===== config.mk =====
export PLATFORM = sky130hd
export DESIGN_NAME = asram_ctrl
export DESIGN_NICKNAME = d
export VERILOG_FILES = /design/src/rtl/asram_pkg.sv /design/src/rtl/asram_downcnt.sv /design/src/rtl/asram_fsm.sv /design/src/rtl/asram_pins.sv /design/src/rtl/asram_ctrl.sv
export SDC_FILE = /design/constraint.sdc
export NUM_CORES = 1
export LEC_CHECK = 0
export BUFFER_PORTS_ARGS = -buffer_cell sky130_fd_sc_hd__buf_2
export CORE_ASPECT_RATIO = 1.2
export CORE_UTILIZATION = 43
export DETAILED_ROUTE_END_ITERATION = 16
export PLACE_DENSITY_LB_ADDON = 0.3
export SYNTH_ARGS = -nofsm -noshare
export SYNTH_HDL_FRONTEND = slang
export SYNTH_SLANG_ARGS = --single-unit

===== constraint.sdc =====
create_clock -name clk -period 1.9 [get_ports clk]
set_input_delay 0.19 -clock clk [delete_from_list [all_inputs] [get_ports clk]]
set_output_delay 0.19 -clock clk [all_outputs]
set_load 0.01 [all_outputs]

===== src/rtl/asram_pkg.sv =====
package asram_pkg;

    typedef enum logic [2:0] {
        ST_IDLE   = 3'd0,
        ST_RACC   = 3'd1,
        ST_TURN   = 3'd2,
        ST_WSETUP = 3'd3,
        ST_WPULSE = 3'd4,
        ST_WHOLD  = 3'd5,
        ST_SLEEP  = 3'd6
    } asram_state_e;

    function automatic int unsigned cdiv(input int unsigned num, input int unsigned den);
        return (num + den - 1) / den;
    endfunction

    function automatic int unsigned umax(input int unsigned a, input int unsigned b);
        return (a > b) ? a : b;
    endfunction

endpackage


===== src/rtl/asram_downcnt.sv =====
module asram_downcnt #(
    parameter int unsigned W = 4
) (
    input  logic         clk,
    input  logic         rst_n,
    input  logic         load,
    input  logic [W-1:0] load_val,
    output logic         is_zero
);
    logic [W-1:0] cnt_q;

    always_ff @(posedge clk) begin
        if (!rst_n) begin
            cnt_q <= '0;
        end else if (load) begin
            cnt_q <= load_val;
        end else if (cnt_q != '0) begin
            cnt_q <= cnt_q - 1'b1;
        end
    end

    assign is_zero = (cnt_q == '0);
endmodule


===== src/rtl/asram_fsm.sv =====
module asram_fsm
    import asram_pkg::*;
#(
    parameter int unsigned CNT_W  = 4,
    parameter int unsigned RD_CYC = 9,
    parameter int unsigned WP_CYC = 7
) (
    input  logic             clk,
    input  logic             rst_n,
    input  logic             req_valid,
    input  logic             req_write,
    input  logic             standby_req,
    input  logic             tmr_zero,
    input  logic             ta_zero,
    output asram_state_e     state_q,
    output asram_state_e     state_d,
    output logic             accept,
    output logic             req_ready,
    output logic             tmr_load,
    output logic [CNT_W-1:0] tmr_val,
    output logic             ta_load
);
    // state register
    always_ff @(posedge clk) begin
        if (!rst_n) begin
            state_q <= ST_IDLE;
        end else begin
            state_q <= state_d;
        end
    end

    assign req_ready = (state_q == ST_IDLE) && !standby_req;
    assign accept    = req_ready && req_valid;

    // next-state logic
    always_comb begin
        state_d = state_q;
        unique case (state_q)
            ST_IDLE: begin
                if (standby_req) begin
                    state_d = ST_SLEEP;
                end else if (req_valid) begin
                    if (req_write) begin
                        state_d = ta_zero ? ST_WSETUP : ST_TURN;
                    end else begin
                        state_d = ST_RACC;
                    end
                end
            end
            ST_RACC:   if (tmr_zero) state_d = ST_IDLE;
            ST_TURN:   if (ta_zero)  state_d = ST_WSETUP;
            ST_WSETUP: state_d = ST_WPULSE;
            ST_WPULSE: if (tmr_zero) state_d = ST_WHOLD;
            ST_WHOLD:  state_d = ST_IDLE;
            ST_SLEEP:  if (!standby_req) state_d = ST_IDLE;
            default:   state_d = ST_IDLE;
        endcase
    end

    // cycle timer loads on entry to a timed state
    assign tmr_load = (state_d != state_q) &&
                      ((state_d == ST_RACC) || (state_d == ST_WPULSE));
    assign tmr_val  = (state_d == ST_RACC) ? CNT_W'(RD_CYC - 1) : CNT_W'(WP_CYC - 1);

    // turnaround window opens when the read strobe is released
    assign ta_load  = (state_q == ST_RACC) && (state_d == ST_IDLE);
endmodule


===== src/rtl/asram_pins.sv =====
module asram_pins
    import asram_pkg::*;
#(
    parameter int unsigned ADDR_W = 17,
    parameter int unsigned DATA_W = 8
) (
    input  logic              clk,
    input  logic              rst_n,
    input  asram_state_e      state_q,
    input  asram_state_e      state_d,
    input  logic              accept,
    input  logic [ADDR_W-1:0] req_addr,
    input  logic [DATA_W-1:0] req_wdata,
    input  logic [DATA_W-1:0] mem_dq_in,
    output logic [ADDR_W-1:0] mem_addr,
    output logic              mem_sel_n,
    output logic              mem_sel,
    output logic              mem_wr_n,
    output logic              mem_rd_n,
    output logic [DATA_W-1:0] mem_dq_out,
    output logic              mem_dq_oe,
    output logic [DATA_W-1:0] rd_data,
    output logic              rd_done
);
    logic capture;
    assign capture = (state_q == ST_RACC) && (state_d == ST_IDLE);

    // output register process: pins follow the next state
    always_ff @(posedge clk) begin
        if (!rst_n) begin
            mem_addr   <= '0;
            mem_dq_out <= '0;
            mem_sel_n  <= 1'b1;
            mem_sel    <= 1'b1;
            mem_wr_n   <= 1'b1;
            mem_rd_n   <= 1'b1;
            mem_dq_oe  <= 1'b0;
            rd_data    <= '0;
            rd_done    <= 1'b0;
        end else begin
            if (accept) begin
                mem_addr   <= req_addr;
                mem_dq_out <= req_wdata;
            end
            rd_done <= capture;
            if (capture) begin
                rd_data <= mem_dq_in;
            end
            unique case (state_d)
                ST_IDLE, ST_TURN: begin
                    mem_sel_n <= 1'b1; mem_sel <= 1'b1;
                    mem_wr_n  <= 1'b1; mem_rd_n <= 1'b1; mem_dq_oe <= 1'b0;
                end
                ST_SLEEP: begin
                    mem_sel_n <= 1'b1; mem_sel <= 1'b0;
                    mem_wr_n  <= 1'b1; mem_rd_n <= 1'b1; mem_dq_oe <= 1'b0;
                end
                ST_RACC: begin
                    mem_sel_n <= 1'b0; mem_sel <= 1'b1;
                    mem_wr_n  <= 1'b1; mem_rd_n <= 1'b0; mem_dq_oe <= 1'b0;
                end
                ST_WSETUP, ST_WHOLD: begin
                    mem_sel_n <= 1'b0; mem_sel <= 1'b1;
                    mem_wr_n  <= 1'b1; mem_rd_n <= 1'b1; mem_dq_oe <= 1'b1;
                end
                ST_WPULSE: begin
                    mem_sel_n <= 1'b0; mem_sel <= 1'b1;
                    mem_wr_n  <= 1'b0; mem_rd_n <= 1'b1; mem_dq_oe <= 1'b1;
                end
                default: begin
                    mem_sel_n <= 1'b1; mem_sel <= 1'b1;
                    mem_wr_n  <= 1'b1; mem_rd_n <= 1'b1; mem_dq_oe <= 1'b0;
                end
            endcase
        end
    end
endmodule


===== src/rtl/asram_ctrl.sv =====
module asram_ctrl
    import asram_pkg::*;
#(
    parameter int unsigned ADDR_W    = 17,
    parameter int unsigned DATA_W    = 8,
    parameter int unsigned CLK_NS    = 8,
    parameter int unsigned T_ACC_NS  = 70,
    parameter int unsigned T_WP_NS   = 50,
    parameter int unsigned T_WC_NS   = 70,
    parameter int unsigned T_HZ_NS   = 25
) (
    input  logic              clk,
    input  logic              rst_n,
    input  logic              req_valid,
    input  logic              req_write,
    input  logic [ADDR_W-1:0] req_addr,
    input  logic [DATA_W-1:0] req_wdata,
    output logic              req_ready,
    output logic              rd_done,
    output logic [DATA_W-1:0] rd_data,
    input  logic              standby_req,
    output logic [ADDR_W-1:0] mem_addr,
    output logic              mem_sel_n,
    output logic              mem_sel,
    output logic              mem_wr_n,
    output logic              mem_rd_n,
    output logic [DATA_W-1:0] mem_dq_out,
    output logic              mem_dq_oe,
    input  logic [DATA_W-1:0] mem_dq_in
);
    localparam int unsigned RD_CYC = umax(cdiv(T_ACC_NS, CLK_NS), 1);
    localparam int unsigned WP_CYC = umax(umax(cdiv(T_WP_NS, CLK_NS), 1),
                                          (cdiv(T_WC_NS, CLK_NS) > 2) ?
                                          cdiv(T_WC_NS, CLK_NS) - 2 : 1);
    localparam int unsigned TA_CYC = cdiv(T_HZ_NS, CLK_NS);
    localparam int unsigned CNT_W  = $clog2(umax(umax(RD_CYC, WP_CYC), TA_CYC) + 1);

    asram_state_e     state_q, state_d;
    logic             accept, tmr_load, tmr_zero, ta_load, ta_zero;
    logic [CNT_W-1:0] tmr_val;

    asram_fsm #(
        .CNT_W (CNT_W),
        .RD_CYC(RD_CYC),
        .WP_CYC(WP_CYC)
    ) u_fsm (
        .clk        (clk),
        .rst_n      (rst_n),
        .req_valid  (req_valid),
        .req_write  (req_write),
        .standby_req(standby_req),
        .tmr_zero   (tmr_zero),
        .ta_zero    (ta_zero),
        .state_q    (state_q),
        .state_d    (state_d),
        .accept     (accept),
        .req_ready  (req_ready),
        .tmr_load   (tmr_load),
        .tmr_val    (tmr_val),
        .ta_load    (ta_load)
    );

    asram_downcnt #(.W(CNT_W)) u_cyc_tmr (
        .clk     (clk),
        .rst_n   (rst_n),
        .load    (tmr_load),
        .load_val(tmr_val),
        .is_zero (tmr_zero)
    );

    generate
        if (TA_CYC > 0) begin : g_turn
            asram_downcnt #(.W(CNT_W)) u_ta_tmr (
                .clk     (clk),
                .rst_n   (rst_n),
                .load    (ta_load),
                .load_val(CNT_W'(TA_CYC)),
                .is_zero (ta_zero)
            );
        end else begin : g_no_turn
            assign ta_zero = 1'b1;
        end
    endgenerate

    asram_pins #(
        .ADDR_W(ADDR_W),
        .DATA_W(DATA_W)
    ) u_pins (
        .clk       (clk),
        .rst_n     (rst_n),
        .state_q   (state_q),
        .state_d   (state_d),
        .accept    (accept),
        .req_addr  (req_addr),
        .req_wdata (req_wdata),
        .mem_dq_in (mem_dq_in),
        .mem_addr  (mem_addr),
        .mem_sel_n (mem_sel_n),
        .mem_sel   (mem_sel),
        .mem_wr_n  (mem_wr_n),
        .mem_rd_n  (mem_rd_n),
        .mem_dq_out(mem_dq_out),
        .mem_dq_oe (mem_dq_oe),
        .rd_data   (rd_data),
        .rd_done   (rd_done)
    );
endmodule


==> PnR_summary.wiki <==
{| class="wikitable"
! Metric !! Value
|-
| Max_cap viols || 0
|-
| Slew margin rel. || 67.6%
|-
| Post-detail-place hpwl || 3.02 mm
|-
| Synthesized netlist net count || 278
|-
| Ratio of cells with drive above 1 in the final layout || approximately a third
|-
| Floorplan die area || ~0.005 mm²
|-
| Max IR drop VDD || 900 µV
|-
| Critical Path AT || 2.00 ns
|-
| Setup slack of the critical path after layout || 0.0834 ns
|-
| Via count || 1883
|-
| Warnings from Yosys || 0
|-
| Post-synthesis instance area || approximately 0.0020 mm²
|-
| Number of antenna violations at the first check in global routing || 0
|-
| Total wire length after detailed routing || 4.42 mm
|-
| Core region area || 0.00439 mm²
|-
| Post-route clock period utilization || 95.6%
|-
| Transition time at the pin with the least slew margin || ~0.49 ns
|-
| Max-slew violations || 0
|-
| Net total in the final layout || 360
|-
| WHS || 0.113 ns
|-
| Leakage Power || 1.18 nW
|-
| Number of optimization iterations in the first detailed-route pass || 4
|-
| Hold Vio Cnt, Final || 0
|-
| Maximum level of the CTS H-tree || 2
|-
| TNS Setup || 0 ns
|-
| Die boundary width || 64.6 µm
|-
| Number of buffers on the longest clock path || 2
|-
| Number of register bits inferred by synthesis || 50
|-
| Syn-to-layout area delta || 32.9%
|-
| Wire length of the first global-routing pass || slightly below 7 mm
|-
| Worst min-delay path endpoint || u_pins.mem_addr[10]
|-
| Post-detailed-route count of antenna-violating nets || 0
|-
| CP max FO || 5
|-
| Power density over the cells || between 1000 and 1500 mW/mm²
|-
| Fraction of the yosys area taken by sequential cells || 49.5%
|-
| DP Worst Slack || 0.0457 ns
|-
| GRT Util Overall || 17.5%
|-
| Class of the most critical hold timing path || primary input to register
|-
| Effective utilization at floorplan || between 40% and 50%
|-
| Pin count of the biggest net entering global routing || 26
|-
| Crit end category || register
|-
| Highest attainable clock frequency || approximately 550 MHz
|-
| Critical path type || register to register
|-
| Critical hold path startpoint || req_addr[10]
|-
| Clock edge transition at the registers on the reported setup and hold paths || 0.09 ns
|-
| Ys flop type || sky130_fd_sc_hd__dfxtp_1
|-
| Total setup violations reported at the end of the flow || 0
|-
| Final antenna diode count || 0
|-
| Top cells by area, synth || sky130_fd_sc_hd__dfxtp_1, sky130_fd_sc_hd__nand2_1, sky130_fd_sc_hd__a21oi_1
|-
| Clock tree from TritonCTS || yes
|-
| Count of flip-flops with a built-in enable after synthesis || 0
|-
| Boundary Pins || 78
|-
| Count of cells along the worst hold path || 3
|-
| Fin Clk Skew || 0.00799 ns
|-
| CP Launch Type || register
|-
| Inserted Clock Buffers || 5
|-
| Count of standard-cell rows || 26
|-
| Most used standard cells in the synthesized netlist || sky130_fd_sc_hd__nand2_1, sky130_fd_sc_hd__dfxtp_1, sky130_fd_sc_hd__a21oi_1
|-
| Detailed-route DRC error count || 0
|-
| Clock sink total || 50
|-
| Number of DRC violations after detailed-routing iteration 0 || a little over 90
|-
| Post-layout minimum cycle time || 1.82 ns
|-
| Die Ht || a little under 80 µm
|-
| Number of unique standard cell types used by synthesis || 37
|-
| Yosys top cell area share || 49.5%
|-
| Overflow after GRT || 0
|-
| Port Buffer Count || 77
|-
| Flop-to-flop setup slack || 0.08 ns
|-
| Critical R2R Launch || u_cyc_tmr.cnt_q[1]
|-
| Via count of the first global-routing pass || 1614
|-
| Result of the run || finished, final reports clean
|-
| Synthesized area per cell || 8.49 µm²
|-
| Worst EP required || 2.08 ns
|-
| Share of synthesized flip-flops with an asynchronous set or reset || 0%
|-
| Clock root buffer master || sky130_fd_sc_hd__clkbuf_8
|-
| Reg2Reg Capture Point || u_cyc_tmr.cnt_q[1]
|-
| Post-DR vias/cell || 4.99
|-
| Clk Latency, worst-skew pair || 0.30 ns
|-
| Most repeated cell in the gate-level netlist after synthesis || sky130_fd_sc_hd__nand2_1
|-
| Number of buffers inserted by hold repair at cts || 0
|-
| Largest area contributor in the synthesized netlist || sky130_fd_sc_hd__dfxtp_1
|-
| Number of cells produced by synthesis || 238
|-
| Final weighted congestion in routability-driven placement || slightly above 0.7
|-
| Logic depth of the worst register-to-register path || 7
|-
| Final Util || 61.1%
|-
| Average wire per standard cell || 11.7 µm
|}
[how the worst max path moves through the flow]
stage                                  start            endpoint  cells after the start
after detailed placement  u_cyc_tmr.cnt_q[1]  u_cyc_tmr.cnt_q[1]                      7
after global routing      u_cyc_tmr.cnt_q[1]  u_cyc_tmr.cnt_q[1]                      7
after CTS                 u_cyc_tmr.cnt_q[1]  u_cyc_tmr.cnt_q[1]                      7
final                     u_cyc_tmr.cnt_q[1]  u_cyc_tmr.cnt_q[1]                      7
after floorplan           u_cyc_tmr.cnt_q[0]   u_pins.rd_data[1]                      8
after global placement    u_cyc_tmr.cnt_q[1]  u_cyc_tmr.cnt_q[1]                      7
[kinds of logic after synthesis]
logic type / count (synthesis) / synth area share [%]
AO/OA/AOI/OAI: 46 / 13.7
adder cells (fa/ha/maj): 2 / 1.24
XOR/XNOR: 3 / 1.30
flip-flops: 50 / 49.5
multiplexers: 11 / 5.45
AND/OR/NAND/NOR: 105 / 24.1
buffers and inverters: 21 / 4.71
[layout make-up]
class / count / area [µm²]
inverter: 7 / 26.3
timing repair buffer: 88 / 472
fill: 397 / 1710
clock inverter: 2 / 37.5
tap: 56 / 70.1
multi-input combinational: 168 / 1000
sequential: 50 / 1010
clock buffer: 6 / 72.6
[sequential cells by signal, summed over array words and instances (netlist names), 3 cells and up]
| register | count |
|---|---|
| g_turn.u_ta_tmr.cnt_q | 4 |
| u_cyc_tmr.cnt_q | 4 |
| u_pins.mem_addr | 17 |
| u_fsm.state_q | 3 |
| u_pins.rd_data | 8 |
| u_pins.mem_dq_out | 8 |
[through the flow]
step	power, W	area, µm²	instances
CTS	0.00347	2590	375
finish	0.00368	2690	377
floorplan	0.00235	2020	238
detailed placement	0.00272	2480	367
global placement	0.00270	2480	367
global route	0.00395	2690	377
[layer usage]
metal | global-route usage (%) | routed length (µm)
met3 | 6.99 | 366
met5 | 0 | 0
met2 | 28.9 | 2060
met4 | 6.00 | 65
met1 | 20.2 | 1930
[power by group]
group	internal [W]	switching, W
sequential	0.00125	0.000161
clock	0.000393	0.000336
combinational	0.000744	0.000796
[repair_timing]
item,4_1_cts,5_1_grt
setup buffers,0,1
resized for setup,0,16
setup endpoints to repair,0,10
[critical path, stage by stage, from the launching register on]
cell and delay (ns):
sky130_fd_sc_hd__dfxtp_4 0.37, sky130_fd_sc_hd__inv_2 0.06, sky130_fd_sc_hd__ha_4 0.14, sky130_fd_sc_hd__nor3b_4 0.28
sky130_fd_sc_hd__mux2i_4 0.34, sky130_fd_sc_hd__o21ai_4 0.12, sky130_fd_sc_hd__nor4_2 0.32, sky130_fd_sc_hd__a2111oi_4 0.07
[placed cells by master (no fill, tap or decap), types with 4 or more instances in the layout]
master	count
sky130_fd_sc_hd__buf_4	10
sky130_fd_sc_hd__a21oi_1	33
sky130_fd_sc_hd__dfxtp_1	48
sky130_fd_sc_hd__nand2_1	56
sky130_fd_sc_hd__clkbuf_8	5
sky130_fd_sc_hd__buf_2	77
sky130_fd_sc_hd__nor2_1	22
sky130_fd_sc_hd__o21ai_0	4
sky130_fd_sc_hd__inv_1	4
sky130_fd_sc_hd__nor3_1	8
sky130_fd_sc_hd__mux2i_1	10
No activity file was read; power rests on OpenSTA's default activity.
